<file path="src/rtl/spi_fifo_pkg.sv">
package spi_fifo_pkg;
    typedef enum logic [1:0] {
        Q_EMPTY   = 2'd0,
        Q_PARTIAL = 2'd1,
        Q_FULL    = 2'd2
    } qstate_t;

    localparam int RXTHR_LSB   = 0;
    localparam int TXTHR_LSB   = 4;
    localparam int RXFLUSH_BIT = 11;
    localparam int TXFLUSH_BIT = 12;
    localparam int RXCNT_LSB   = 8;
    localparam int TXCNT_LSB   = 16;
    localparam int TXOVF_BIT   = 0;
    localparam int RXUNF_BIT   = 1;
endpackage

</file>
<file path="src/rtl/spi_fifo_queue.sv">
module spi_fifo_queue
    import spi_fifo_pkg::*;
#(
    parameter int DW    = 32,
    parameter int DEPTH = 16,
    localparam int AW   = $clog2(DEPTH),
    localparam int CW   = $clog2(DEPTH + 1)
) (
    input  logic          clk,
    input  logic          rst_n,
    input  logic          flush,
    input  logic          push,
    input  logic [DW-1:0] push_data,
    input  logic          pop,
    output logic [DW-1:0] head,
    output logic [CW-1:0] count,
    output logic          is_empty,
    output logic          is_full
);
    localparam logic [CW-1:0] LAST_FREE = CW'(DEPTH - 1);
    localparam logic [AW-1:0] PTR_MAX   = AW'(DEPTH - 1);

    qstate_t       state, state_nxt;
    logic [DW-1:0] store [DEPTH];
    logic [AW-1:0] wr_ptr, rd_ptr;
    logic          do_push, do_pop;

    assign do_push = push && (state != Q_FULL)  && !flush;
    assign do_pop  = pop  && (state != Q_EMPTY) && !flush;

    always_comb begin
        state_nxt = state;
        if (flush) begin
            state_nxt = Q_EMPTY;
        end else begin
            unique case (state)
                Q_EMPTY:   if (do_push) state_nxt = (DEPTH == 1) ? Q_FULL : Q_PARTIAL;
                Q_PARTIAL: begin
                    if (do_push && !do_pop && count == LAST_FREE)
                        state_nxt = Q_FULL;
                    else if (do_pop && !do_push && count == CW'(1))
                        state_nxt = Q_EMPTY;
                end
                Q_FULL:    if (do_pop) state_nxt = (DEPTH == 1) ? Q_EMPTY : Q_PARTIAL;
                default:   state_nxt = Q_EMPTY;
            endcase
        end
    end

    always_ff @(posedge clk or negedge rst_n) begin
        if (!rst_n) state <= Q_EMPTY;
        else        state <= state_nxt;
    end

    always_ff @(posedge clk or negedge rst_n) begin
        if (!rst_n) begin
            wr_ptr <= '0;
            rd_ptr <= '0;
            count  <= '0;
        end else if (flush) begin
            wr_ptr <= '0;
            rd_ptr <= '0;
            count  <= '0;
        end else begin
            if (do_push) wr_ptr <= (wr_ptr == PTR_MAX) ? '0 : wr_ptr + AW'(1);
            if (do_pop)  rd_ptr <= (rd_ptr == PTR_MAX) ? '0 : rd_ptr + AW'(1);
            if (do_push && !do_pop)      count <= count + CW'(1);
            else if (do_pop && !do_push) count <= count - CW'(1);
        end
    end

    always_ff @(posedge clk) begin
        if (do_push) store[wr_ptr] <= push_data;
    end

    always_comb begin
        is_empty = (state == Q_EMPTY);
        is_full  = (state == Q_FULL);
        head     = store[rd_ptr];
    end
endmodule

</file>
<file path="src/rtl/spi_fifo_ctrl.sv">
module spi_fifo_ctrl
    import spi_fifo_pkg::*;
#(
    parameter int DEPTH      = 16,
    parameter int TW         = 4,
    parameter int TX_THR_RST = 4,
    localparam int CW        = $clog2(DEPTH + 1)
) (
    input  logic          clk,
    input  logic          rst_n,
    input  logic          cfg_wr,
    input  logic [31:0]   cfg_wdata,
    input  logic          host_tx_wr,
    input  logic          tx_full,
    input  logic          host_rx_rd,
    input  logic          rx_empty,
    input  logic [CW-1:0] rx_count,
    input  logic [CW-1:0] tx_count,
    output logic          rx_flush,
    output logic          tx_flush,
    output logic [TW-1:0] rx_thr,
    output logic [TW-1:0] tx_thr,
    output logic          rx_thr_flag,
    output logic          tx_thr_flag,
    output logic          tx_ovf,
    output logic          rx_unf
);
    localparam logic [TW-1:0] TX_THR_INIT = TW'(TX_THR_RST);
    localparam logic [TW-1:0] RX_THR_INIT = TW'(DEPTH - TX_THR_RST);

    logic unused_cfg_bits;
    assign unused_cfg_bits = ^{cfg_wdata[31:13], cfg_wdata[10:8]};

    assign rx_flush = cfg_wr && cfg_wdata[RXFLUSH_BIT];
    assign tx_flush = cfg_wr && cfg_wdata[TXFLUSH_BIT];

    always_ff @(posedge clk or negedge rst_n) begin
        if (!rst_n) begin
            rx_thr <= RX_THR_INIT;
            tx_thr <= TX_THR_INIT;
        end else if (cfg_wr) begin
            rx_thr <= cfg_wdata[RXTHR_LSB +: TW];
            tx_thr <= cfg_wdata[TXTHR_LSB +: TW];
        end
    end

    always_ff @(posedge clk or negedge rst_n) begin
        if (!rst_n) begin
            tx_ovf <= 1'b0;
            rx_unf <= 1'b0;
        end else begin
            if (tx_flush)                     tx_ovf <= 1'b0;
            else if (host_tx_wr && tx_full)   tx_ovf <= 1'b1;
            if (rx_flush)                     rx_unf <= 1'b0;
            else if (host_rx_rd && rx_empty)  rx_unf <= 1'b1;
        end
    end

    always_comb begin
        rx_thr_flag = (rx_count >= CW'(rx_thr));
        tx_thr_flag = (tx_count <= CW'(tx_thr));
    end
endmodule

</file>
<file path="src/rtl/spi_fifo_pair.sv">
module spi_fifo_pair
    import spi_fifo_pkg::*;
#(
    parameter int DW         = 32,
    parameter int DEPTH      = 16,
    parameter int TW         = 4,
    parameter int TX_THR_RST = 4
) (
    input  logic          clk,
    input  logic          rst_n,
    input  logic          host_tx_wr,
    input  logic [DW-1:0] host_tx_wdata,
    input  logic          host_rx_rd,
    output logic [DW-1:0] host_rx_rdata,
    input  logic          cfg_wr,
    input  logic [31:0]   cfg_wdata,
    output logic [31:0]   cfg_rdata,
    output logic [31:0]   status_word,
    output logic          rx_thr_flag,
    output logic          tx_thr_flag,
    input  logic          eng_tx_pop,
    output logic [DW-1:0] eng_tx_data,
    output logic          eng_tx_avail,
    input  logic          eng_rx_push,
    input  logic [DW-1:0] eng_rx_data,
    output logic          eng_rx_space
);
    localparam int CW = $clog2(DEPTH + 1);

    logic [CW-1:0] rx_count, tx_count;
    logic          rx_empty, rx_full, tx_empty, tx_full;
    logic          rx_flush, tx_flush, tx_ovf, rx_unf;
    logic [TW-1:0] rx_thr, tx_thr;

    spi_fifo_queue #(.DW(DW), .DEPTH(DEPTH)) tx_q_i (
        .clk(clk), .rst_n(rst_n), .flush(tx_flush),
        .push(host_tx_wr), .push_data(host_tx_wdata),
        .pop(eng_tx_pop), .head(eng_tx_data),
        .count(tx_count), .is_empty(tx_empty), .is_full(tx_full)
    );

    spi_fifo_queue #(.DW(DW), .DEPTH(DEPTH)) rx_q_i (
        .clk(clk), .rst_n(rst_n), .flush(rx_flush),
        .push(eng_rx_push), .push_data(eng_rx_data),
        .pop(host_rx_rd), .head(host_rx_rdata),
        .count(rx_count), .is_empty(rx_empty), .is_full(rx_full)
    );

    spi_fifo_ctrl #(.DEPTH(DEPTH), .TW(TW), .TX_THR_RST(TX_THR_RST)) ctrl_i (
        .clk(clk), .rst_n(rst_n), .cfg_wr(cfg_wr), .cfg_wdata(cfg_wdata),
        .host_tx_wr(host_tx_wr), .tx_full(tx_full),
        .host_rx_rd(host_rx_rd), .rx_empty(rx_empty),
        .rx_count(rx_count), .tx_count(tx_count),
        .rx_flush(rx_flush), .tx_flush(tx_flush),
        .rx_thr(rx_thr), .tx_thr(tx_thr),
        .rx_thr_flag(rx_thr_flag), .tx_thr_flag(tx_thr_flag),
        .tx_ovf(tx_ovf), .rx_unf(rx_unf)
    );

    always_comb begin
        status_word                     = '0;
        status_word[RXCNT_LSB +: CW]    = rx_count;
        status_word[TXCNT_LSB +: CW]    = tx_count;
        status_word[TXOVF_BIT]          = tx_ovf;
        status_word[RXUNF_BIT]          = rx_unf;
        cfg_rdata                       = '0;
        cfg_rdata[RXTHR_LSB +: TW]      = rx_thr;
        cfg_rdata[TXTHR_LSB +: TW]      = tx_thr;
        eng_tx_avail                    = !tx_empty;
        eng_rx_space                    = !rx_full;
    end
endmodule

</file>
<file path="config.mk">
export PLATFORM = sky130hd
export DESIGN_NAME = spi_fifo_pair
export DESIGN_NICKNAME = d
export VERILOG_FILES = /design/src/rtl/spi_fifo_pkg.sv /design/src/rtl/spi_fifo_queue.sv /design/src/rtl/spi_fifo_ctrl.sv /design/src/rtl/spi_fifo_pair.sv
export SDC_FILE = /design/constraint.sdc
export NUM_CORES = 1
export LEC_CHECK = 0
export ABC_AREA = 1
export BUFFER_PORTS_ARGS = -buffer_cell sky130_fd_sc_hd__clkbuf_2
export CORE_MARGIN = 2
export CORE_UTILIZATION = 30
export CTS_CLUSTER_DIAMETER = 200
export DETAILED_ROUTE_END_ITERATION = 16
export PLACE_DENSITY = 0.53
export SYNTH_ARGS = -nofsm -noshare
export SYNTH_HDL_FRONTEND = slang
export SYNTH_SLANG_ARGS = --single-unit
</file>
<file path="constraint.sdc">
create_clock -name clk -period 4.1 [get_ports clk]
set_input_delay 0.41 -clock clk [delete_from_list [all_inputs] [get_ports clk]]
set_output_delay 0.41 -clock clk [all_outputs]
set_load 0.05 [all_outputs]
</file>
==> results of run 1 <==
-- sequential cells by signal, indices dropped and copies added (netlist names) --
signal and cells:
ctrl_i.tx_ovf 1, ctrl_i.tx_thr 4, rx_q_i.store 512, rx_q_i.rd_ptr 4
rx_q_i.count 5, tx_q_i.state 2, tx_q_i.count 5, tx_q_i.store 512
ctrl_i.rx_unf 1, rx_q_i.state 2, rx_q_i.wr_ptr 4, tx_q_i.rd_ptr 4
ctrl_i.rx_thr 4, tx_q_i.wr_ptr 4
-- power breakdown --
group / leakage, nW / internal, mW / switching (mW)
clock network: 1.83 / 5.94 / 4.36
registers: 9.74 / 12.3 / 0.261
logic: 6.57 / 2.33 / 7.23
total: 18.1 / 20.5 / 11.9
-- stage by stage --
stage	util	setup slack, ns	hold WS, ns	total power, mW
final	0.350	0.429	0.0581	32.4
after global placement	0.323	1.05	0.501	22.4
after global routing	0.350	0.175	0.0524	34.1
after CTS	0.350	0.338	0.00402	32.9
after floorplan	-	0.379	0.114	19.9
after detailed placement	0.323	1.00	0.512	22.5
-- repair_timing --
item                                   4_1_cts  5_1_grt
endpoints found under the hold margin       47        0
buffers inserted                             0        0
hold buffers                                16        0
-- metal layers --
metal | vias up | track usage
met5 | - | 0
met4 | 20 | 0.0443
met3 | 180 | 0.0284
met2 | 581 | 0.242
met1 | 13200 | 0.190
li1 | 13200 | -
-- worst max-delay path, cell delays in order (launching register included) --
cell	delay, ns
dfrtp_4	0.66
inv_6	0.49
buf_4	0.40
nand2_1	0.09
nand3_1	0.09
nand2_1	0.05
nor2_1	0.13
nand2_1	0.08
nand2_1	0.15
clkbuf_2	0.31
-- logic make-up after synthesis --
kind of cell,Yosys count,synth area share
compound gates,439,0.0578
xor+xnor,8,0.00160
fa+ha+maj,30,0.00856
buf+inv,432,0.0473
flops,1064,0.724
mux,2,0.000513
other cells,1,0.0000855
simple gates,1769,0.160
-- cell usage in the layout, fill, tap and decap left out, types with 4 or more instances in the layout --
cell type      count
edfxtp_1        1024
dlygate4sd3_1     16
o21ai_1           90
xor2_1             5
nand4_1            7
inv_2              6
nand3_1          274
clkbuf_2         168
buf_12            22
conb_1            44
clkinv_1          29
dfrtp_1           33
clkinv_2          21
clkbuf_16        115
bufinv_16         12
o211ai_1         128
inv_1            175
nor2_1           409
nor2_4            31
inv_6              4
a21oi_1          139
clkbuf_1          24
o22ai_1            4
o21ai_0           73
nand2_1         1038
buf_4             51
clkinv_16          6
ha_1              30
-- cell type report --
type | instances | area share
tap | 1917 | 0.0471
clock inverter | 74 | 0.0160
multi-input combinational | 2292 | 0.205
clock buffer | 139 | 0.0583
timing repair buffer | 257 | 0.0358
sequential | 1064 | 0.624
antenna | 1 | 0.0000491
inverter | 186 | 0.0140
-- final timing paths --
| path | end | from | slack, ns | cells after the start |
|---|---|---|---|---|
| max | host_rx_rdata[28] | rx_q_i.rd_ptr[0] | 0.43 | 9 |
| min | rx_q_i.store[2][2] | eng_rx_data[2] | 0.06 | 1 |
| max reg2reg | rx_q_i.store[2][14] | rx_q_i.state[0] | 1.52 | 7 |
| min reg2reg | ctrl_i.rx_unf | ctrl_i.rx_unf | 0.52 | 2 |
| max in group asynchronous | tx_q_i.rd_ptr[0] | rst_n | 3.37 | 3 |
| min in group asynchronous | rx_q_i.wr_ptr[2] | rst_n | 0.27 | 3 |
==> results.json, run 1 <==
{
  "grt_pass1_vias": 26200,
  "antenna_found_initial": 15,
  "initial_core_util": 0.302,
  "final_cell_area_um2": 50900,
  "ys_warn_count": 0,
  "setup-violations-final": 0,
  "cts_buffers": 115,
  "die-area_um2": 149000,
  "clock_path_buffers": 3,
  "power_leakage_nw": 18.1,
  "grt_overflow_total": 0,
  "via_count": 27200,
  "maxCapViolCount": 0,
  "grt_util_all_layers": 0.145,
  "status": "finished clean",
  "wl_met3_mm": 5.66,
  "tightest_slew_ns": 1.13,
  "drive_above_1_share": 0.114,
  "crit_fanout": 57,
  "yosys.area.top_type": "edfxtp_1",
  "num_io_pins": 235,
  "yosys.area.top_type_share": 0.701,
  "critPathRequiredTime_ns": 3.69,
  "routed-wl-met2_mm": 52.7,
  "grt_max_degree": 189,
  "yosysSeqAreaShare": 0.724,
  "final_cells": 5930,
  "highest_layer": "met5",
  "fillers": 14200,
  "synthMostInstantiatedCell": "nand2_1",
  "yosys-top-cells-count": "1,038 x nand2_1, 1,024 x edfxtp_1, 438 x nor2_1",
  "p_per_area_nw_per_um2": 636,
  "die_w_um": 386,
  "fin_nets": 4049,
  "dpl_cell_area_um2": 47000,
  "end_kind": "output pin",
  "worstPathArrival_ns": 3.26,
  "fin_crit_sh": 0.895,
  "place_hpwl_mm": 58.2,
  "vdd_drop_max_v": 0.000568,
  "syn-instance-count": 3745,
  "drt-met1-wl_mm": 48.9,
  "syn_area_per_cell_um2": 11.7,
  "ff_latch_area_um2": 31800,
  "synth_ff_type": "edfxtp_1",
  "io_buffers": 168,
  "clock_latency_ns": 0.76,
  "routed_wl_mm": 110,
  "fin_crit_ns": 3.67,
  "cts_resized": 0,
  "clkTransAtPathRegs_ns": 0.06,
  "yosysUniqueCellTypes": 34,
  "h-tree-depth": 3,
  "die_y_um": 386,
  "synthArstFlopShare": 0.0376,
  "cts_tree": "yes",
  "synth_edf_count": 1024,
  "hp-class": "input pin to flop",
  "coreArea_um2": 145000,
  "multiInputGateArea_um2": 10400,
  "area_growth_pct": 16.1,
  "netlist_top_cells_area": "edfxtp_1 70%, nand2_1 8.9%, nor2_1 3.7%, nand3_1 3.1%, o211ai_1 2.2%",
  "clock-sinks": 1064,
  "path_class": "flop to output pin",
  "ys_ff_latch": 1064,
  "clockRootBuffer": "clkbuf_16",
  "via_per_inst": 4.59,
  "wire_per_inst_um": 18.6,
  "max_freq_mhz": 272,
  "place_congestion": 0.746,
  "grt_pass1_wl_mm": 166,
  "worst_setup_path_start_kind": "flop",
  "firstDrtPassIters": 5,
  "syn_area_um2": 43900,
  "rsz0062_at_grt": "false",
  "skew_ns": 0.0941,
  "first_iter_violations": 1970,
  "max-slew-margin-rel": 0.245,
  "final-hold-violation-count": 0,
  "fin_tns_setup_ns": 0,
  "rows": 140,
  "drv_slew": 0,
  "ant_nets": 0,
  "drc": 0,
  "post-place-cells": 5700
}
(Power assumes the default switching activity.)
==> run 2: changes to the inputs <==
--- a/config.mk
+++ b/config.mk
@@ -5,7 +5,6 @@
 export SDC_FILE = /design/constraint.sdc
 export NUM_CORES = 1
 export LEC_CHECK = 0
-export ABC_AREA = 1
 export BUFFER_PORTS_ARGS = -buffer_cell sky130_fd_sc_hd__clkbuf_2
 export CORE_MARGIN = 2
 export CORE_UTILIZATION = 30
==> run 2 against run 1 <==
Register-to-register slack worse by 0.21 ns. Sequential cell count unchanged. Total power shrank 16%. Count of clock-buffer cells in the layout down 4. Worst hold slack improved by 0.0026 ns. Critical path type unchanged. Clock skew fell by 0.041 ns. Sequential power about the same. Largest cell class unchanged. Combinational power shrank 52%. Synthesized area shrank 3.9%. Critical endpoint is now eng_tx_data[1].
==> results.json, run 2 <==
{
  "die_w_um": 379,
  "status": "finished clean",
  "coreArea_um2": 140000,
  "drc": 0,
  "min_path_cells": 1,
  "cts_tree": "yes",
  "via_count": 21400,
  "clock-sinks": 1064,
  "path_class": "flop to output pin",
  "clock_path_buffers": 3,
  "h-tree-depth": 3,
  "final_core_util": 0.353,
  "max_freq_mhz": 259,
  "rows": 137,
  "place_ws_ns": 0.651,
  "final_common_cell": "edfxtp_1",
  "maxCapViolCount": 0,
  "grt_overflow_total": 0,
  "ys_warn_count": 0,
  "crit_start": "tx_q_i.rd_ptr[1]",
  "grt_pass1_wl_mm": 146,
  "ant_nets": 0,
  "max-slew-margin-rel": 0.320,
  "worst_setup_path_start_kind": "flop",
  "cts_buffers": 112,
  "fin_crit_ns": 3.86,
  "top_regs": "rx_q_i.store (512), tx_q_i.store (512)",
  "firstDrtPassIters": 5,
  "syn_area_um2": 42200,
  "fin_ws_ns": 0.245,
  "final_cell_mix": "1,024 x edfxtp_1, 260 x mux2i_1, 165 x clkbuf_2",
  "hold-path-endpoint": "tx_q_i.store[10][14]",
  "synth_ff_type": "edfxtp_1",
  "r2r_slack_ns": 1.31,
  "end_kind": "output pin",
  "die-area_um2": 144000,
  "netlist_top_cells_area": "edfxtp_1 73%, mux4_2 6.7%, mux2i_1 6.2%, a221oi_1 2.7%, dfrtp_1 2.2%",
  "syn_area_per_cell_um2": 19.1,
  "synthArstFlopShare": 0.0376,
  "ys_ff_latch": 1064,
  "synthMostInstantiatedCell": "edfxtp_1",
  "yosys.area.top_type": "edfxtp_1",
  "p_int_mw": 19.8,
  "p_per_area_nw_per_um2": 555,
  "grt_max_degree": 67,
  "num_io_pins": 235,
  "yosysUniqueCellTypes": 42,
  "fin_tns_setup_ns": 0,
  "first_iter_violations": 1616,
  "yosysSeqAreaShare": 0.753,
  "grt_pass1_vias": 22300,
  "power_frac_clock": 0.373,
  "r2r_cells": 6,
  "clock_latency_ns": 0.74,
  "yosys.area.top_type_share": 0.729,
  "fin_crit_sh": 0.940,
  "r2r-end": "tx_q_i.store[1][26]",
  "switching_share": 0.275,
  "worstHoldStart": "host_tx_wdata[14]",
  "power_leakage_nw": 16.1,
  "comb_power_share": 0.168,
  "drv_slew": 0,
  "yosys-top-cells-count": "1,024 x edfxtp_1, 260 x mux2i_1, 129 x a221oi_1",
  "place_congestion": 0.745,
  "drive_above_1_share": 0.224,
  "skew_ns": 0.0534,
  "crit_fanout": 34,
  "switchingPower_mw": 7.52,
  "wire_per_inst_um": 22.7,
  "p_seq_frac": 0.459,
  "io_buffers": 168,
  "syn-instance-count": 2214,
  "routed_wl_mm": 100,
  "die_y_um": 379,
  "setup-violations-final": 0,
  "area_growth_pct": 16.6,
  "clkTransAtPathRegs_ns": 0.06,
  "fin_nets": 2586,
  "vdd_drop_max_v": 0.000380,
  "via_per_inst": 4.83,
  "hp-class": "input pin to flop",
  "worstReg2RegStart": "tx_q_i.state[1]",
  "synth_edf_count": 1024,
  "tightest_slew_ns": 1.02,
  "initial_core_util": 0.302,
  "critPathRequiredTime_ns": 3.69,
  "grt_util_all_layers": 0.138,
  "rsz0062_at_grt": "false",
  "place_hpwl_mm": 57.1,
  "worstPathArrival_ns": 3.45,
  "final-hold-violation-count": 0,
  "clockRootBuffer": "clkbuf_16",
  "antenna_found_initial": 10
}
## run 2: cell count changes after synthesis, sizes merged, moves of 31 or more
cell,previous run,this run
nand2,1038,100
nor2,442,39
nand3,274,4
mux2i,0,260
inv,184,25
a221oi,0,129
mux4,0,128
o211ai,128,0
a21oi,139,26
buf,211,126
o21ai,163,79
a22oi,0,66
and2,0,31
## run 2: worst max path at each step
| stage | cells past startpoint | to |
|---|---|---|
| global placement | 6 | eng_tx_data[1] |
| finish | 6 | eng_tx_data[1] |
| detailed placement | 6 | eng_tx_data[1] |
| CTS | 6 | eng_tx_data[1] |
| global route | 6 | eng_tx_data[1] |
| floorplan | 4 | rx_q_i.store[7][0] |
## run 2: area by class of cell
type	instances	area, um2
timing repair buffer	251	1770
inverter	25	93.8
clock inverter	71	832
clock buffer	135	2910
antenna	4	10.0
tap	1876	2350
sequential	1064	31800
fill	13100	90300
multi-input combinational	999	9460
## run 2: cell families after synthesis
kind of cell / count (synthesis) / share of synthesized area
multiplexers: 390 / 0.131
adder cells (fa/ha/maj): 30 / 0.00890
AND/OR/NAND/NOR: 213 / 0.0233
flip-flops: 1064 / 0.753
AO/OA/AOI/OAI: 311 / 0.0532
buffers and inverters: 195 / 0.0287
other: 1 / 0.0000889
XOR/XNOR: 10 / 0.00208
## run 2: repair_timing
item	4_1_cts	5_1_grt
setup endpoints to repair	19	0
resized for setup	1	0
endpoints found under the hold margin	59	0
setup buffers	0	0
hold buffers	14	0
## run 2: worst max-delay path, stage by stage, from the launching register on
cell	delay (ns)
dfrtp_4	0.70
nor2b_4	0.59
buf_4	0.55
a221oi_1	0.19
a22oi_1	0.21
nand2_1	0.20
clkbuf_2	0.30
## run 2: metrics by stage
step | hold slack [ns] | cell area, um2 | std cells | total power, mW
final | 0.0607 | 49200 | 4425 | 27.3
after global routing | 0.0544 | 49200 | 4423 | 28.3
after CTS | 0.000843 | 49200 | 4421 | 27.6
after detailed placement | 0.500 | 45300 | 4200 | 17.4
after global placement | 0.483 | 45300 | 4200 | 17.3
after floorplan | 0.114 | 42300 | 2257 | 16.2
## run 2: power groups by stage
stage               Sequential [mW]  Clock (mW)  Combinational (mW)
CTS                            12.5        10.5                4.64
floorplan                      12.7           0                3.42
finish                         12.5        10.2                4.59
detailed placement             12.8           0                4.62
global placement               12.7           0                4.56
global route                   12.6        10.9                4.90
## run 2: metal layers
metal | vias up | track usage | wire (um)
met5 | - | 0 | 64
met4 | 12 | 0.0513 | 2960
met3 | 163 | 0.0304 | 5620
met2 | 560 | 0.236 | 49800
met1 | 11200 | 0.171 | 41900
li1 | 9452 | - | -
